===== src/rtl/codec_sio_pkg.sv =====
package codec_sio_pkg;
  localparam logic [1:0] HADDR_AUDIO = 2'd0;
  localparam logic [1:0] HADDR_CTRL  = 2'd1;
  localparam logic [1:0] HADDR_STAT  = 2'd2;

  localparam int ST_AUD_RDY  = 0;
  localparam int ST_CTL_PEND = 1;
  localparam int ST_CTL_RDY  = 2;
endpackage


===== src/rtl/sio_pin_sync.sv =====
module sio_pin_sync #(
  parameter int STAGES = 2
) (
  input  logic clk,
  input  logic rst_n,
  input  logic sck,
  input  logic fs,
  input  logic rxd,
  output logic rise_p,
  output logic fall_p,
  output logic fs_q,
  output logic rxd_q
);
  logic [STAGES:0]   sck_r, sck_n;
  logic [STAGES-1:0] fs_r, fs_n;
  logic [STAGES-1:0] rxd_r, rxd_n;

  always_comb begin
    sck_n = (sck_r << 1) | (STAGES+1)'(sck);
    fs_n  = (fs_r  << 1) | STAGES'(fs);
    rxd_n = (rxd_r << 1) | STAGES'(rxd);
  end

  always_ff @(posedge clk or negedge rst_n) begin
    if (!rst_n) begin
      sck_r <= '0;
      fs_r  <= '0;
      rxd_r <= '0;
    end else begin
      sck_r <= sck_n;
      fs_r  <= fs_n;
      rxd_r <= rxd_n;
    end
  end

  assign rise_p = sck_r[STAGES-1] & ~sck_r[STAGES];
  assign fall_p = ~sck_r[STAGES-1] & sck_r[STAGES];
  assign fs_q   = fs_r[STAGES-1];
  assign rxd_q  = rxd_r[STAGES-1];
endmodule


===== src/rtl/sio_frame_ctl.sv =====
module sio_frame_ctl #(
  parameter int FRAME_BITS = 36
) (
  input  logic clk,
  input  logic rst_n,
  input  logic rise_p,
  input  logic fs_q,
  input  logic ctl_pend,
  output logic pri_sync,
  output logic sec_sync
);
  localparam int FPW = $clog2(FRAME_BITS);
  localparam int HALF = FRAME_BITS / 2;
  localparam logic [FPW-1:0] HALF_POS = FPW'(HALF - 1);
  localparam logic [FPW-1:0] LAST_POS = FPW'(FRAME_BITS - 1);

  logic [FPW-1:0] fpos, fpos_n;
  logic           req, req_n;

  always_comb begin
    fpos_n   = fpos;
    req_n    = req;
    pri_sync = 1'b0;
    sec_sync = 1'b0;
    if (rise_p) begin
      if (fs_q && fpos == HALF_POS) begin
        fpos_n = fpos + 1'b1;
        if (req) begin
          sec_sync = 1'b1;
          req_n    = 1'b0;
        end
      end else if (fs_q) begin
        fpos_n   = '0;
        pri_sync = 1'b1;
        req_n    = ctl_pend;
      end else if (fpos != LAST_POS) begin
        fpos_n = fpos + 1'b1;
      end
    end
  end

  always_ff @(posedge clk or negedge rst_n) begin
    if (!rst_n) begin
      fpos <= LAST_POS;
      req  <= 1'b0;
    end else begin
      fpos <= fpos_n;
      req  <= req_n;
    end
  end


  ign_half_chk: assert property (@(posedge clk) disable iff (!rst_n)
    (rise_p && fs_q && fpos == HALF_POS && !req) |=> (fpos == FPW'(HALF)));


  fpos_sat_chk: assert property (@(posedge clk) disable iff (!rst_n)
    (rise_p && !fs_q && fpos == LAST_POS) |=> (fpos == LAST_POS));
endmodule


===== src/rtl/sio_tx_shift.sv =====
module sio_tx_shift #(
  parameter int WORD_W = 16
) (
  input  logic              clk,
  input  logic              rst_n,
  input  logic              fall_p,
  input  logic              load,
  input  logic              load_ctl,
  input  logic [WORD_W-1:0] load_word,
  output logic              txd,
  output logic              ctl_done
);
  localparam int CW = $clog2(WORD_W + 1);

  logic [WORD_W-1:0] sh, sh_n;
  logic [CW-1:0]     cnt, cnt_n;
  logic              is_ctl, is_ctl_n;
  logic              txd_r, txd_n;
  logic              done_r, done_n;

  always_comb begin
    sh_n     = sh;
    cnt_n    = cnt;
    is_ctl_n = is_ctl;
    txd_n    = txd_r;
    done_n   = 1'b0;
    if (load) begin
      sh_n     = load_word;
      cnt_n    = CW'(WORD_W);
      is_ctl_n = load_ctl;
    end else if (fall_p) begin
      if (cnt != '0) begin
        txd_n = sh[WORD_W-1];
        sh_n  = sh << 1;
        cnt_n = cnt - 1'b1;
        if (cnt == CW'(1) && is_ctl) done_n = 1'b1;
      end else begin
        txd_n = 1'b0;
      end
    end
  end

  always_ff @(posedge clk or negedge rst_n) begin
    if (!rst_n) begin
      sh     <= '0;
      cnt    <= '0;
      is_ctl <= 1'b0;
      txd_r  <= 1'b0;
      done_r <= 1'b0;
    end else begin
      sh     <= sh_n;
      cnt    <= cnt_n;
      is_ctl <= is_ctl_n;
      txd_r  <= txd_n;
      done_r <= done_n;
    end
  end

  assign txd      = txd_r;
  assign ctl_done = done_r;


  txd_idle_chk: assert property (@(posedge clk) disable iff (!rst_n)
    ($past(fall_p) && $past(cnt) == '0 && !$past(load)) |-> !txd_r);
endmodule


===== src/rtl/sio_rx_shift.sv =====
module sio_rx_shift #(
  parameter int WORD_W = 16
) (
  input  logic              clk,
  input  logic              rst_n,
  input  logic              rise_p,
  input  logic              fall_p,
  input  logic              rxd_q,
  input  logic              edge_fall,
  input  logic              start,
  input  logic              start_ctl,
  output logic [WORD_W-1:0] word,
  output logic              done_aud,
  output logic              done_ctl
);
  localparam int CW = $clog2(WORD_W + 1);

  logic [WORD_W-1:0] sh, sh_n;
  logic [CW-1:0]     cnt, cnt_n;
  logic              skip, skip_n;
  logic              is_ctl, is_ctl_n;
  logic              da_r, da_n, dc_r, dc_n;
  logic              sample_ev;

  assign sample_ev = edge_fall ? fall_p : rise_p;

  always_comb begin
    sh_n     = sh;
    cnt_n    = cnt;
    skip_n   = skip;
    is_ctl_n = is_ctl;
    da_n     = 1'b0;
    dc_n     = 1'b0;
    if (start) begin
      cnt_n    = CW'(WORD_W);
      skip_n   = edge_fall;
      is_ctl_n = start_ctl;
    end else if (sample_ev && cnt != '0) begin
      if (skip) begin
        skip_n = 1'b0;
      end else begin
        sh_n  = {sh[WORD_W-2:0], rxd_q};
        cnt_n = cnt - 1'b1;
        if (cnt == CW'(1)) begin
          da_n = !is_ctl;
          dc_n = is_ctl;
        end
      end
    end
  end

  always_ff @(posedge clk or negedge rst_n) begin
    if (!rst_n) begin
      sh     <= '0;
      cnt    <= '0;
      skip   <= 1'b0;
      is_ctl <= 1'b0;
      da_r   <= 1'b0;
      dc_r   <= 1'b0;
    end else begin
      sh     <= sh_n;
      cnt    <= cnt_n;
      skip   <= skip_n;
      is_ctl <= is_ctl_n;
      da_r   <= da_n;
      dc_r   <= dc_n;
    end
  end

  assign word     = sh;
  assign done_aud = da_r;
  assign done_ctl = dc_r;


  rx_idle_chk: assert property (@(posedge clk) disable iff (!rst_n)
    (sample_ev && cnt == '0 && !start) |=> $stable(sh));
endmodule


===== src/rtl/codec_sio_port.sv =====
module codec_sio_port
  import codec_sio_pkg::*;
#(
  parameter int WORD_W      = 16,
  parameter int FRAME_BITS  = 36,
  parameter int SYNC_STAGES = 2
) (
  input  logic              clk,
  input  logic              rst_n,
  input  logic              rx_on_fall,
  input  logic              sio_sck,
  input  logic              sio_fs,
  input  logic              sio_rxd,
  output logic              sio_txd,
  input  logic              host_wr,
  input  logic              host_rd,
  input  logic [1:0]        host_addr,
  input  logic [WORD_W-1:0] host_wdata,
  output logic [WORD_W-1:0] host_rdata
);
  // Slots must not overlap: a half frame has to hold a full word plus margin.
  localparam int MIN_FRAME = 2 * WORD_W + 2;
  localparam bit FRAME_OK  = (FRAME_BITS >= MIN_FRAME);

  logic [1:0] rst_pipe;
  logic       rst_ni;

  always_ff @(posedge clk or negedge rst_n) begin
    if (!rst_n) rst_pipe <= 2'b00;
    else        rst_pipe <= {rst_pipe[0], 1'b1};
  end
  assign rst_ni = rst_pipe[1] & FRAME_OK;

  logic rise_p, fall_p, fs_q, rxd_q;
  logic pri_sync, sec_sync;
  logic ctl_done;
  logic done_aud, done_ctl;
  logic [WORD_W-1:0] rx_word;

  logic [WORD_W-1:0] aud_tx, aud_tx_n;
  logic [WORD_W-1:0] ctl_tx, ctl_tx_n;
  logic [WORD_W-1:0] aud_rx, aud_rx_n;
  logic [WORD_W-1:0] ctl_rx, ctl_rx_n;
  logic              ctl_pend, ctl_pend_n;
  logic              ctl_dirty, ctl_dirty_n;
  logic              aud_rdy, aud_rdy_n;
  logic              ctl_rdy, ctl_rdy_n;
  logic [WORD_W-1:0] rdata, rdata_n;
  logic [WORD_W-1:0] tx_load_word;
  logic [WORD_W-1:0] status_word;

  sio_pin_sync #(.STAGES(SYNC_STAGES)) u_sync (
    .clk    (clk),
    .rst_n  (rst_ni),
    .sck    (sio_sck),
    .fs     (sio_fs),
    .rxd    (sio_rxd),
    .rise_p (rise_p),
    .fall_p (fall_p),
    .fs_q   (fs_q),
    .rxd_q  (rxd_q)
  );

  sio_frame_ctl #(.FRAME_BITS(FRAME_BITS)) u_frame (
    .clk      (clk),
    .rst_n    (rst_ni),
    .rise_p   (rise_p),
    .fs_q     (fs_q),
    .ctl_pend (ctl_pend),
    .pri_sync (pri_sync),
    .sec_sync (sec_sync)
  );

  assign tx_load_word = sec_sync ? ctl_tx : {aud_tx[WORD_W-1:1], ctl_pend};

  sio_tx_shift #(.WORD_W(WORD_W)) u_tx (
    .clk       (clk),
    .rst_n     (rst_ni),
    .fall_p    (fall_p),
    .load      (pri_sync | sec_sync),
    .load_ctl  (sec_sync),
    .load_word (tx_load_word),
    .txd       (sio_txd),
    .ctl_done  (ctl_done)
  );

  sio_rx_shift #(.WORD_W(WORD_W)) u_rx (
    .clk       (clk),
    .rst_n     (rst_ni),
    .rise_p    (rise_p),
    .fall_p    (fall_p),
    .rxd_q     (rxd_q),
    .edge_fall (rx_on_fall),
    .start     (pri_sync | sec_sync),
    .start_ctl (sec_sync),
    .word      (rx_word),
    .done_aud  (done_aud),
    .done_ctl  (done_ctl)
  );

  always_comb begin
    status_word              = '0;
    status_word[ST_AUD_RDY]  = aud_rdy;
    status_word[ST_CTL_PEND] = ctl_pend;
    status_word[ST_CTL_RDY]  = ctl_rdy;
  end

  always_comb begin
    aud_tx_n    = aud_tx;
    ctl_tx_n    = ctl_tx;
    aud_rx_n    = aud_rx;
    ctl_rx_n    = ctl_rx;
    ctl_pend_n  = ctl_pend;
    ctl_dirty_n = ctl_dirty;
    aud_rdy_n   = aud_rdy;
    ctl_rdy_n   = ctl_rdy;
    rdata_n     = rdata;

    // control slot bookkeeping, host write applied last so it wins
    if (sec_sync) ctl_dirty_n = 1'b0;
    if (ctl_done) ctl_pend_n  = ctl_dirty_n;
    if (host_wr) begin
      case (host_addr)
        HADDR_AUDIO: aud_tx_n = host_wdata;
        HADDR_CTRL: begin
          ctl_tx_n    = host_wdata;
          ctl_pend_n  = 1'b1;
          ctl_dirty_n = 1'b1;
        end
        default: ;
      endcase
    end

    // host reads clear ready flags, a completing word applied last so it wins
    if (host_rd) begin
      case (host_addr)
        HADDR_AUDIO: begin
          rdata_n   = aud_rx;
          aud_rdy_n = 1'b0;
        end
        HADDR_CTRL: begin
          rdata_n   = ctl_rx;
          ctl_rdy_n = 1'b0;
        end
        HADDR_STAT: rdata_n = status_word;
        default:    rdata_n = '0;
      endcase
    end
    if (done_aud) begin
      aud_rx_n  = rx_word;
      aud_rdy_n = 1'b1;
    end
    if (done_ctl) begin
      ctl_rx_n  = rx_word;
      ctl_rdy_n = 1'b1;
    end
  end

  always_ff @(posedge clk or negedge rst_ni) begin
    if (!rst_ni) begin
      aud_tx    <= '0;
      ctl_tx    <= '0;
      aud_rx    <= '0;
      ctl_rx    <= '0;
      ctl_pend  <= 1'b0;
      ctl_dirty <= 1'b0;
      aud_rdy   <= 1'b0;
      ctl_rdy   <= 1'b0;
      rdata     <= '0;
    end else begin
      aud_tx    <= aud_tx_n;
      ctl_tx    <= ctl_tx_n;
      aud_rx    <= aud_rx_n;
      ctl_rx    <= ctl_rx_n;
      ctl_pend  <= ctl_pend_n;
      ctl_dirty <= ctl_dirty_n;
      aud_rdy   <= aud_rdy_n;
      ctl_rdy   <= ctl_rdy_n;
      rdata     <= rdata_n;
    end
  end

  assign host_rdata = rdata;


  sec_req_chk: assert property (@(posedge clk) disable iff (!rst_ni)
    sec_sync |-> ctl_pend);


  pend_hold_chk: assert property (@(posedge clk) disable iff (!rst_ni)
    (ctl_pend && !ctl_done) |=> ctl_pend);


  aud_rd_clr_chk: assert property (@(posedge clk) disable iff (!rst_ni)
    (host_rd && host_addr == HADDR_AUDIO && !done_aud) |=> !aud_rdy);


  ctl_rdy_set_chk: assert property (@(posedge clk) disable iff (!rst_ni)
    $rose(ctl_rdy) |-> $past(done_ctl));
endmodule


===== config.mk =====
export PLATFORM = sky130hd
export DESIGN_NAME = codec_sio_port
export DESIGN_NICKNAME = d
export VERILOG_FILES = /design/src/rtl/codec_sio_pkg.sv /design/src/rtl/sio_pin_sync.sv /design/src/rtl/sio_frame_ctl.sv /design/src/rtl/sio_tx_shift.sv /design/src/rtl/sio_rx_shift.sv /design/src/rtl/codec_sio_port.sv
export SDC_FILE = /design/constraint.sdc
export NUM_CORES = 1
export LEC_CHECK = 0
export ABC_AREA = 0
export BUFFER_PORTS_ARGS = -buffer_cell sky130_fd_sc_hd__buf_2
export CAP_MARGIN = 20
export CORE_ASPECT_RATIO = 0.5
export CORE_MARGIN = 2
export CORE_UTILIZATION = 54
export CTS_CLUSTER_DIAMETER = 80
export DETAILED_ROUTE_END_ITERATION = 16
export HOLD_SLACK_MARGIN = 0.12
export PLACE_DENSITY = 0.75
export REMOVE_ABC_BUFFERS = 1
export SLEW_MARGIN = 20
export SYNTH_ARGS = -nofsm -noshare
export SYNTH_HDL_FRONTEND = slang
export SYNTH_SLANG_ARGS = --single-unit

===== constraint.sdc =====
create_clock -name clk -period 4.3 [get_ports clk]
set_input_delay 0.645 -clock clk [delete_from_list [all_inputs] [get_ports clk]]
set_output_delay 0.645 -clock clk [all_outputs]
set_load 0.02 [all_outputs]

==> parameters.txt <==
Parameter                              Value

Logic synthesis
  Number of synthesized register bits    147
  Mean post-synth cell area    13.3 um2
  Synth area leaders    sky130_fd_sc_hd__dfrtp_1, sky130_fd_sc_hd__mux2_2, sky130_fd_sc_hd__mux2i_1, sky130_fd_sc_hd__mux2_4, sky130_fd_sc_hd__inv_1
  Post-Synthesis Cells    464
  Netlist area before placement    approximately 6000 um2
  Area share of the leading cell type in the synthesized netlist    58.5%
  Distinct cell type count of the synthesized netlist    58
  Asr flop ratio synth    100%
  Yosys synthesis warning count    0
  Cell accounting for the most synthesized area    sky130_fd_sc_hd__dfrtp_1
  Number of synthesized flops with an enable pin    0
  Sequential area share after synthesis    59.7%
  Commonest register cell after synthesis    sky130_fd_sc_hd__dfrtp_1

Setup path
  Classification of the worst setup path    flip-flop to flip-flop
  Data arrival time of the critical path    2560 ps
  Worst Setup End Kind    flip-flop
  Top cell family by delay on the critical path    simple AND/OR/NAND/NOR gates
  Critical-path top delay cell    sky130_fd_sc_hd__or4b_1
  Cell-by-cell trace of the critical path    inv_1 > ha_1 > or4b_1 > nand2_1 > nand2_1 > o21ai_0
  Sort of element at the start of the critical path    flip-flop
  Top cell by count, worst path    sky130_fd_sc_hd__nand2_1
  Largest stage delay, worst path    510 ps
  Count of buffer and inverter cells on the critical path    1
  Max FO, Critical Path    13
  Data required, critical path    4620 ps

Cells and area
  Ratio of cells with drive above 1 in the final layout    33.1%
  Filler Cells Inserted    around 800
  Most frequent cells in the layout    sky130_fd_sc_hd__dfrtp_1, sky130_fd_sc_hd__mux2_2, sky130_fd_sc_hd__buf_2, sky130_fd_sc_hd__inv_1, sky130_fd_sc_hd__nor2_1
  Final net count    544
  Post-route non-filler standard cell count    668
  Inserted Diodes    0
  Final instance area    7130 um2
  P&R area growth vs syn    15.7%
  Most common cell after layout, fill and taps aside    sky130_fd_sc_hd__dfrtp_1

Global routing
  Maximum number of pins on one net before global-route repair    79
  First-pass GRT wire length    slightly below 20 mm
  Overflow left after global routing    0
  Number of antenna violations at the first check in global routing    0
  Vias in the first global route    about 3800
  Total track usage    between 20% and 30%

Job
  Total of max-cap violations    0

Timing
  Total setup violations reported at the end of the flow    0
  Remaining max-slew budget at the tightest pin    42.1%
  Maximum frequency from static timing analysis    between 400 and 500 MHz
  Total Neg Setup Slack    0 ps
  Worst slack on hold paths    333 ps
  Worst-case setup margin in the final layout    2060 ps
  Time the worst path needs with I/O delays and setup    2240 ps
  Slew @ Worst Pin    869 ps
  Worst Skew    8.62 ps
  Pins over their slew limit    0
  Final worst-path cycle share    52.1%
  Hold Vio Cnt, Final    0
  Setup repair after global routing missed its margin    no

Clock tree
  Clock insertion delay at the later pin of the skew report    420 ps
  CTS tree    built
  Deepest clock path buffer count    2
  Cts bufs inserted    17
  Post-CTS repair timing setup buffer count    0
  Number of levels in the clock H-tree    4
  Cell chosen for the clock root    sky130_fd_sc_hd__clkbuf_16
  Clock transition at the registers of the reported paths    about 60 ps
  CTS sink cnt    147

Drt
  Via count    around 3800
  Vias per std cell    approximately 5.7
  Detailed Route Iter0 Violations    291
  Antenna-violating nets left    0
  Final Routed Wirelength    ~11 mm
  DRC violation count after routing    0
  First-pass detailed-route iteration total    6
  Mean routed wirelength per cell    17.0 um

Floorplan
  Area enclosed by the die boundary    about 12000 um2
  Cell row count    27
  Die width    155 um
  Number of top-level pins    43
  Chip Height    about 80 um
  Core box area    11000 um2
  Starting utilization of the core area    55.8%

Pwr
  Worst voltage drop across the vdd grid    0.287 mV
  Lkg Pwr    0.00335 uW
  Pwr/cell area    545 nW/um2

Place
  Pre-CTS worst setup slack    between 1500 and 2000 ps
  Number of buffers added on ports    42
  Post-DP HPWL    6.80 mm
  Placed Instance Area    around 6500 um2
  Routability-driven placement congestion ratio    0.777
  DP Cell Count    635

Min path
  HP Class    input pin to flip-flop

Run status
  Outcome    completed
-- cells in the mapped netlist, drive strengths merged, types with 2 or more instances --
| master | number |
|---|---|
| a211oi | 3 |
| a21o | 2 |
| a21oi | 12 |
| a221o | 4 |
| a222oi | 10 |
| a22o | 2 |
| and4 | 2 |
| buf | 6 |
| clkbuf | 13 |
| dfrtp | 144 |
| dfstp | 3 |
| ha | 8 |
| inv | 32 |
| mux2 | 83 |
| mux2i | 18 |
| nand2 | 13 |
| nand2b | 4 |
| nand3 | 4 |
| nand3b | 2 |
| nand4 | 2 |
| nand4bb | 2 |
| nor2 | 21 |
| nor2b | 4 |
| nor3 | 2 |
| nor3b | 2 |
| nor4b | 3 |
| o21ai | 21 |
| o22ai | 15 |
| or3 | 3 |
| or4b | 2 |
| xnor2 | 3 |
| xor2 | 3 |
-- worst paths after layout --
check                           cells after the start             end  slack, ps           start
worst max-delay path                                6     u_tx.sh[10]       2060     u_tx.cnt[0]
worst min-delay path                                1  u_sync.fs_r[0]        330          sio_fs
worst max register to register                      6     u_tx.sh[10]       2060     u_tx.cnt[0]
worst min register to register                      0  u_sync.fs_r[1]        350  u_sync.fs_r[0]
max in group asynchronous                           1   host_rdata[5]       2930     rst_pipe[1]
min in group asynchronous                           0  u_sync.fs_r[0]        460     rst_pipe[1]
-- cell families (layout without fill, tap and decap cells) --
| kind of cell | Yosys count | after routing | synth area share, % |
|---|---|---|---|
| muxes | 101 | 101 | 18.6 |
| adders and majority gates | 8 | 8 | 1.62 |
| xor gates and xnor gates | 6 | 6 | 0.853 |
| buffers and inverters | 51 | 110 | 3.27 |
| other | 1 | 1 | 0.0608 |
| DFF | 147 | 147 | 59.7 |
| and+or+nand+nor | 74 | 74 | 7.16 |
| AOI/OAI and AO/OA | 76 | 76 | 8.67 |
-- cell type report --
type | count | area, um2 | area share [%]
sequential | 147 | 3690 | 51.7
multi-input combinational | 266 | 2280 | 32.0
clock buffer | 17 | 425 | 5.96
timing repair buffer | 46 | 255 | 3.58
clock inverter | 15 | 184 | 2.58
tap | 145 | 181 | 2.54
inverter | 32 | 120 | 1.68
-- report_power, final --
group / switching, uW / internal (uW)
logic: 243 / 285
clock network: 602 / 918
registers: 202 / 1640
total: 1050 / 2840
-- per-layer routing --
metal	routed length [um]	global-route usage, %	vias to the layer above
met5	0	0	-
met4	93	6.11	0
met3	460	5.16	11
met2	5290	31.6	84
met1	5540	28.4	1921
li1	-	-	1760
-- state kept, by name, indices dropped and copies added, names as in the netlist, 2 cells and up --
name / flops
aud_rx: 16
rst_pipe: 2
u_tx.cnt: 5
u_tx.sh: 16
u_rx.cnt: 5
u_sync.rxd_r: 2
aud_tx: 15
u_frame.fpos: 6
host_rdata: 16
u_rx.word: 16
u_sync.sck_r: 3
ctl_rx: 16
ctl_tx: 16
u_sync.fs_r: 2
-- worst register-to-register path, stage by stage (launching register included) --
cell,delay [ps]
sky130_fd_sc_hd__dfrtp_1,420
sky130_fd_sc_hd__inv_1,100
sky130_fd_sc_hd__ha_1,160
sky130_fd_sc_hd__or4b_1,510
sky130_fd_sc_hd__nand2_1,300
sky130_fd_sc_hd__nand2_1,360
sky130_fd_sc_hd__o21ai_0,290
-- metrics by stage --
stage	utilization, %	power (uW)
6_report	64.6	3880
5_1_grt	64.6	4080
4_1_cts	64.6	3920
3_5_place_dp	59.0	2380
3_3_place_gp	59.0	2340
2_1_floorplan	-	2210
-- repair_timing --
item / in CTS / in global routing
hold buffers: 1 / 0
endpoints found under the hold margin: 2 / 0
resized for setup: 0 / 0
Note: power is estimated with default switching activity, not from simulation.
